File: src/rtl/ffx_pkg.sv
package ffx_pkg;
   localparam int unsigned FFX_SAMPLE_W  = 12;
   localparam int unsigned FFX_CODE_W    = 3;
   localparam int unsigned FFX_SCALE_W   = 6;
   localparam int unsigned FFX_SCALE_MAX = 44;
   localparam int unsigned FFX_CODE_LAG  = 2;

   // largest exponent a code field of the given width can produce
   function automatic int unsigned ffx_exp_max(input int unsigned code_w);
      return (1 << code_w) - 1;
   endfunction
endpackage

File: src/rtl/ffx_code_align.sv
module ffx_code_align #(
   parameter int unsigned CODE_W = 3,
   parameter int unsigned LAG    = 2
) (
   input  logic              clk,
   input  logic              rst_n,
   input  logic [CODE_W-1:0] code_in,
   output logic [CODE_W-1:0] code_out
);
   generate
      if (LAG == 0) begin : g_direct
         assign code_out = code_in;
      end else begin : g_line
         logic [CODE_W-1:0] stage [LAG];
         always_ff @(posedge clk or negedge rst_n) begin
            if (!rst_n) begin
               for (int i = 0; i < int'(LAG); i++) stage[i] <= '0;
            end else begin
               stage[0] <= code_in;
               for (int i = 1; i < int'(LAG); i++) stage[i] <= stage[i-1];
            end
         end
         assign code_out = stage[LAG-1];
      end
   endgenerate
endmodule

File: src/rtl/ffx_exp_shift.sv
module ffx_exp_shift #(
   parameter int unsigned SAMPLE_W = 12,
   parameter int unsigned CODE_W   = 3,
   parameter int unsigned FX_W     = 19
) (
   input  logic [SAMPLE_W-1:0] sample,
   input  logic [CODE_W-1:0]   code,
   input  logic                inhibit,
   output logic [FX_W-1:0]     fx_word
);
   logic [CODE_W-1:0]      expo;
   logic signed [FX_W-1:0] widened;

   // complement of the gain code; inhibit pins it to the all-ones exponent
   assign expo    = inhibit ? '1 : ~code;
   assign widened = FX_W'($signed(sample));
   assign fx_word = widened <<< expo;
endmodule

File: src/rtl/ffx_scale_shift.sv
module ffx_scale_shift #(
   parameter int unsigned FX_W      = 19,
   parameter int unsigned SCALE_W   = 6,
   parameter int unsigned SCALE_MAX = 44,
   parameter int unsigned OUT_W     = 63
) (
   input  logic [FX_W-1:0]    fx_word,
   input  logic [SCALE_W-1:0] scale,
   output logic [OUT_W-1:0]   out_word
);
   localparam logic [SCALE_W-1:0] LIMIT = SCALE_W'(SCALE_MAX);

   logic [SCALE_W-1:0]      eff_scale;
   logic signed [OUT_W-1:0] widened;

   assign eff_scale = (scale > LIMIT) ? LIMIT : scale;
   assign widened   = OUT_W'($signed(fx_word));
   assign out_word  = widened <<< eff_scale;
endmodule

File: src/rtl/ffx_gain_comp.sv
module ffx_gain_comp
   import ffx_pkg::*;
#(
   parameter int unsigned SAMPLE_W  = FFX_SAMPLE_W,
   parameter int unsigned CODE_W    = FFX_CODE_W,
   parameter int unsigned SCALE_W   = FFX_SCALE_W,
   parameter int unsigned SCALE_MAX = FFX_SCALE_MAX,
   parameter int unsigned CODE_LAG  = FFX_CODE_LAG,
   localparam int unsigned EXP_MAX  = ffx_exp_max(CODE_W),
   localparam int unsigned FX_W     = SAMPLE_W + EXP_MAX,
   localparam int unsigned OUT_W    = FX_W + SCALE_MAX
) (
   input  logic                clk,
   input  logic                rst_n,
   input  logic                in_valid,
   input  logic [SAMPLE_W-1:0] sample,
   input  logic [CODE_W-1:0]   gain_code,
   input  logic                exp_inhibit,
   input  logic [SCALE_W-1:0]  scale_shift,
   output logic                out_valid,
   output logic [OUT_W-1:0]    out_word
);
   generate
      if (SAMPLE_W < 2) begin : g_bad_sample
         $error("SAMPLE_W must be at least 2");
      end
      if (CODE_W < 1 || CODE_W > 4) begin : g_bad_code
         $error("CODE_W must be 1 to 4");
      end
      if (SCALE_MAX > (1 << SCALE_W) - 1) begin : g_bad_scale
         $error("SCALE_MAX does not fit in SCALE_W");
      end
   endgenerate

   logic [CODE_W-1:0] code_aligned;
   logic [FX_W-1:0]   fx_word;
   logic [OUT_W-1:0]  shifted;

   ffx_code_align #(.CODE_W(CODE_W), .LAG(CODE_LAG)) u_align (
      .clk      (clk),
      .rst_n    (rst_n),
      .code_in  (gain_code),
      .code_out (code_aligned)
   );

   ffx_exp_shift #(.SAMPLE_W(SAMPLE_W), .CODE_W(CODE_W), .FX_W(FX_W)) u_exp (
      .sample  (sample),
      .code    (code_aligned),
      .inhibit (exp_inhibit),
      .fx_word (fx_word)
   );

   ffx_scale_shift #(.FX_W(FX_W), .SCALE_W(SCALE_W), .SCALE_MAX(SCALE_MAX),
                     .OUT_W(OUT_W)) u_scale (
      .fx_word  (fx_word),
      .scale    (scale_shift),
      .out_word (shifted)
   );

   always_ff @(posedge clk or negedge rst_n) begin
      if (!rst_n) begin
         out_valid <= 1'b0;
         out_word  <= '0;
      end else begin
         out_valid <= in_valid;
         if (in_valid) out_word <= shifted;
      end
   end
endmodule

File: config.mk
export PLATFORM = sky130hd
export DESIGN_NAME = ffx_gain_comp
export DESIGN_NICKNAME = d
export VERILOG_FILES = /design/src/rtl/ffx_pkg.sv /design/src/rtl/ffx_code_align.sv /design/src/rtl/ffx_exp_shift.sv /design/src/rtl/ffx_scale_shift.sv /design/src/rtl/ffx_gain_comp.sv
export SDC_FILE = /design/constraint.sdc
export NUM_CORES = 1
export LEC_CHECK = 0
export BUFFER_PORTS_ARGS = -buffer_cell sky130_fd_sc_hd__buf_2
export CORE_MARGIN = 1.5
export CORE_UTILIZATION = 62
export DETAILED_ROUTE_END_ITERATION = 10
export PLACE_DENSITY = 0.87
export SLEW_MARGIN = 5
export SYNTH_ARGS = -nofsm -noshare
export SYNTH_HDL_FRONTEND = slang
export SYNTH_SLANG_ARGS = --single-unit
File: constraint.sdc
create_clock -name clk -period 3.8 [get_ports clk]
set_input_delay 0.76 -clock clk [delete_from_list [all_inputs] [get_ports clk]]
set_output_delay 0.76 -clock clk [all_outputs]
set_load 0.02 [all_outputs]
==> summary.txt, run 1 <==
Htree depth: 3
Final max-slew violation count: 0
Synthesized net count: 640
Nets@finish: 710
Status: finished, final reports clean
Setup CP Type: in2reg
Clock buffer depth: 2
Core Area: 8180 um2
DP HPWL: 13.6 mm
DR WL/cell: 24.1 um
Worst path arrival time: 3.60 ns
Min cycle time layout: 3.36 ns
# rows: 33
Clock Skew: 0.00969 ns
Worst reg2reg path startpoint: u_align.code_out[0]
CP cell instances: buf_2, a21boi_1, nand2_1, nor2_1, a22oi_1, nand3_2, a32oi_1, or3_1, a32o_1
FFs w/ async S/R, synth: 1.00
Final wirelength: 19.2 mm
Worst Path Buf+Inv: 1
Worst setup SP type: input pin
CTS Hold Bufs: 0
Setup ws final: 0.445 ns
Commonest non-fill, non-tap cell in the layout: buf_2
Global-route wire length before repair: 29.6 mm
Pre-CTS setup slack: 0.246 ns
I/O pin count: 89
Fin util: 0.727
Routed wl met3: 3.01 mm
Max frequency: 0.298 GHz
Critical Path Source: scale_shift[0]
Final std cells w/o fill: 795
Via-per-instance ratio: 7.45
Met2 wire length: 7.80 mm
Final GP Congestion: 1.03
Post-Syn Area: 5210 um2
Area delta synth->final: 14.1%
Die Y: 94.7 um
Starting density of the core: 0.637
GRT Total Usage: 0.435
Synthesized area per cell: 8.47 um2
CP endpoint kind: register
Worst skew pair latency: 0.36 ns
Placed Cells: 779
Pwr dens: 403 nW/um2
Inserted Diodes: 0
Die area: 8960 um2
Hold path startpoint: u_align.g_line.stage[3]
Post-synth EDFFs: 0
VDD IR max: 0.369 mV
Total of max-cap violations: 0
Cts bufs inserted: 9
CTS clk-pin slew, worst paths: 0.07 ns
Fin. Hold Viols: 0
Post-CTS Repair Setup Buffers: 0
Worst Max-Slew Pin Slew: 0.971 ns
Setup TNS: 0 ns
CP peak stage delay: 0.52 ns
Iteration count of the initial detailed-routing pass: 11
Top layer in use: met4
Number of vias in the routed layout: 5924
Number of distinct library cells after synthesis: 80
RSZ-0062 raised after global routing: false
Vias in the first global route: 5423
Most frequent cells in the layout: buf_2, dfrtp_1, nand2_1
Initial antenna violation count: 0
Largest net degree at the start of global routing: 44
Final setup viols: 0
Die width: 94.7 um
CTS tree: done
Grt ovf: 0
Worst path required time: 4.04 ns
Max-slew headroom: 0.346
Top delay family on crit path: simple AND/OR/NAND/NOR gates
Min-Delay Path Class: reg2reg
Yosys warns: 0
Synthesized instance count: 615
Crit-path slowest cell: or3_1
Yosys reg bits: 70
CTS Root Cell: clkbuf_8
Initial detailed-routing violation count: 1168
Post-route cell area: 5940 um2
PnR Total Power: 2.40 mW
Placed cell areas: 5710 um2
Maximum fanout along the worst path: 12
Share of cells above drive strength 1: 0.239
Post-route ant nets: 0
Fin crit share: 0.883
Worst hold slack: 0.358 ns
Post-synth top flop: dfrtp_1
IO Port Bufs: 88
DRC Markers: 0
Lkg Pwr: 2.57 nW
Sequential fraction of the synthesis area: 0.336
Clk sink count: 70
Post-cts gate resize count: 0
Met1 WL: 7.33 mm
[sequential cells by signal, summed over array words and instances, names as in the netlist]
| register | cells |
|---|---|
| out_word | 63 |
| u_align.code_out | 3 |
| u_align.g_line.stage | 3 |
| out_valid | 1 |
[path summary, 6_finish.rpt]
check,to,slack (ns),cells past startpoint
setup / recovery,out_word[23],0.44,9
hold / removal,u_align.code_out[0],0.36,0
setup reg to reg,out_word[60],0.52,9
hold reg to reg,u_align.code_out[0],0.36,0
max in group asynchronous,u_align.code_out[1],2.41,2
min in group asynchronous,out_word[62],0.40,1
[report_power, final]
group / switching [mW] / total [mW] / internal (mW)
Combinational: 0.555 / 0.812 / 0.257
Clock: 0.326 / 0.718 / 0.392
Sequential: 0.0506 / 0.867 / 0.816
Total: 0.931 / 2.40 / 1.47
[cell families (layout without fill, tap and decap cells)]
family / after synthesis / in the layout / share of synthesized area
multiplexers: 41 / 41 / 0.0891
flip-flops: 70 / 70 / 0.336
buffers and inverters: 61 / 136 / 0.0538
AO/OA/AOI/OAI: 240 / 240 / 0.326
AND/OR/NAND/NOR: 203 / 203 / 0.195
[routing by layer]
metal	vias to the layer above	track usage
li1	2495	-
met1	2693	0.594
met2	583	0.610
met3	153	0.177
met4	0	0.174
met5	-	0
[layout make-up]
type | count | area, um2
multi-input cells | 484 | 3180
fillers | 609 | 2230
flip-flops and latches | 70 | 1750
repair buffers | 110 | 606
clock buffers | 10 | 138
well taps | 105 | 131
clock inverters | 6 | 92.6
inverters | 10 | 37.5
[Yosys cell counts (14+ instances only)]
cell type	n	area (um2)
a211oi_1	16	120
o2bb2ai_1	17	149
nand2b_1	14	87.6
nand3_1	18	90.1
a21oi_1	50	250
o21ai_1	15	75.1
o21ai_0	28	140
mux2i_1	29	290
clkbuf_1	27	101
a31oi_1	14	87.6
dfrtp_1	70	1750
nor3_1	18	90.1
nand2_1	58	218
buf_2	17	85.1
nor2_1	49	184
No activity file was read; power rests on OpenSTA's default activity.
==> inputs of run 2 (changes only) <==
Settings changed: CORE_UTILIZATION 62 to 52, PLACE_DENSITY 0.87 to 0.78.
Clock period 3.8 ns to 2.8 ns, I/O delays scaled along.
==> summary.txt, run 2 (synthesis results as in run 1) <==
Total of max-cap violations: 0 (unchanged)
Post-route cell area: 6780 um2 (was 5940 um2)
Placed cell areas: 6380 um2 (was 5710 um2)
Die Y: 103 um (was 94.7 um)
Final std cells w/o fill: 906 (was 795)
CTS Root Cell: clkbuf_8 (unchanged)
Area occupied by multi-input gates: 3360 um2 (was 3180 um2)
GRT Total Usage: 0.401 (was 0.435)
Worst reg2reg path startpoint: u_align.code_out[1] (was u_align.code_out[0])
Worst path arrival time: 3.00 ns (was 3.60 ns)
Clock Skew: 0.0170 ns (was 0.00969 ns)
Cts bufs inserted: 9 (unchanged)
FF+latch area: 1750 um2 (about the same)
Worst skew pair latency: 0.36 ns (about the same)
Number of vias in the routed layout: 6128 (was 5924)
Initial antenna violation count: 0 (unchanged)
Placed Cells: 888 (was 779)
Min-Delay Path Class: in2async (was reg2reg)
Inserted Diodes: 0 (unchanged)
Share of cells above drive strength 1: 0.369 (was 0.239)
VDD IR max: 0.394 mV (was 0.369 mV)
Final setup viols: 0 (unchanged)
Final GP Congestion: 1.04 (was 1.03)
Largest net degree at the start of global routing: 35 (was 44)
PnR Total Power: 3.33 mW (was 2.40 mW)
Pre-CTS setup slack: -0.222 ns (was 0.246 ns)
Global-route wire length before repair: 31.7 mm (was 29.6 mm)
Status: finished, final reports clean (unchanged)
CTS tree: done (unchanged)
Filler cell count: 817 (was 609)
DP HPWL: 16.0 mm (was 13.6 mm)
Clk sink count: 70 (unchanged)
DRC Markers: 0 (unchanged)
CP endpoint kind: register (unchanged)
Post-route ant nets: 0 (unchanged)
Worst setup SP type: register (was input pin)
Min cycle time layout: 2.77 ns
Worst Max-Slew Pin Slew: 0.591 ns (was 0.971 ns)
Htree depth: 3 (unchanged)
Worst r2r dst: out_word[44] (was out_word[60])
Maximum fanout along the worst path: 11 (was 12)
Via-per-instance ratio: 6.76 (was 7.45)
CTS clk-pin slew, worst paths: 0.09 ns (was 0.07 ns)
Most frequent cells in the layout: buf_4, buf_2, dfrtp_1 (was buf_2, dfrtp_1, nand2_1)
Fin crit share: 0.991
Initial detailed-routing violation count: 860 (was 1168)
Setup TNS: 0 ns (unchanged)
Grt ovf: 0 (unchanged)
Nets@finish: 794 (was 710)
Vias in the first global route: 5627 (was 5423)
Core Area: 9730 um2 (was 8180 um2)
Most flops, register: out_word (unchanged)
Setup CP Type: reg2reg (was in2reg)
Area delta synth->final: 30.2% (was 14.1%)
Max-slew headroom: 0.605 (was 0.346)
Worst hold slack: 0.156 ns (was 0.358 ns)
Lkg Pwr: 2.99 nW (was 2.57 nW)
Path depth of the worst reg2reg path: 10 (was 9)
Commonest non-fill, non-tap cell in the layout: buf_4 (was buf_2)
Slack of the worst reg-to-reg path: 0.03 ns (was 0.52 ns)
Max reg flops: 63 (unchanged)
Final wirelength: 21.1 mm (was 19.2 mm)
IO Port Bufs: 88 (unchanged)
# rows: 36 (was 33)
Die width: 103 um (was 94.7 um)
Fin. Hold Viols: 0 (unchanged)
CTS Hold Bufs: 0 (unchanged)
Final max-slew violation count: 0 (unchanged)
I/O pin count: 89 (unchanged)
Starting density of the core: 0.535 (was 0.637)
Setup ws final: 0.0259 ns (was 0.445 ns)
Worst path required time: 3.02 ns (was 4.04 ns)
RSZ-0062 raised after global routing: true (was false)
DR WL/cell: 23.3 um (was 24.1 um)
Clock buffer depth: 2 (unchanged)
Iteration count of the initial detailed-routing pass: 6 (was 11)
Die area: 10600 um2 (was 8960 um2)
Fin util: 0.697 (was 0.727)
Pwr dens: 491 nW/um2 (was 403 nW/um2)
Max frequency: 0.360 GHz
run 2: cell types whose count changed in the layout (fill, tap and decap cells not counted), moves of 4 or more:
cell	delta
a21oi_1	-7
a21oi_2	+7
buf_4	+81
mux2i_1	-7
mux2i_2	+7
o21ai_1	-4
o21ai_2	+4
run 2: repair_timing:
item | in CTS | in global routing
resized for setup | 3 | 37
pin swaps | 2 | 4
setup endpoints to repair | 5 | 40
buffers inserted | 0 | 3
run 2: layout make-up:
type | count | area share
timing repair buffer | 194 | 0.187
clock buffer | 10 | 0.0203
inverter | 10 | 0.00554
tap | 133 | 0.0245
sequential | 70 | 0.259
multi-input combinational | 484 | 0.496
clock inverter | 5 | 0.00867
run 2: how the worst max path moves through the flow:
stage / from / to / cells after the start
final: u_align.code_out[1] / out_word[44] / 10
after global placement: exp_inhibit / out_word[16] / 10
after CTS: u_align.code_out[1] / out_word[16] / 9
after global routing: u_align.code_out[2] / out_word[44] / 10
after detailed placement: exp_inhibit / out_word[44] / 10
after floorplan: exp_inhibit / out_word[23] / 7
run 2: worst max-delay path, cell delays in order (launching register included):
cell and delay (ns):
dfrtp_1 0.43, buf_12 0.16, or4b_1 0.52, o221a_4 0.17, a22oi_4 0.27, buf_6 0.14, nor3_1 0.03, a311oi_1 0.25
nand2_1 0.22, mux2i_2 0.30, a211oi_1 0.15
run 2: power by group:
part / switching (mW) / internal [mW]
clock network: 0.417 / 0.433
logic: 0.814 / 0.491
registers: 0.0631 / 1.11
total: 1.29 / 2.03
run 2: routing by layer:
metal | global-route usage | part of all wire | vias to the layer above
li1 | - | - | 2664
met1 | 0.551 | 0.40 | 2903
met2 | 0.615 | 0.45 | 474
met3 | 0.0983 | 0.11 | 87
met4 | 0.149 | 0.041 | 0
met5 | 0 | 0 | -
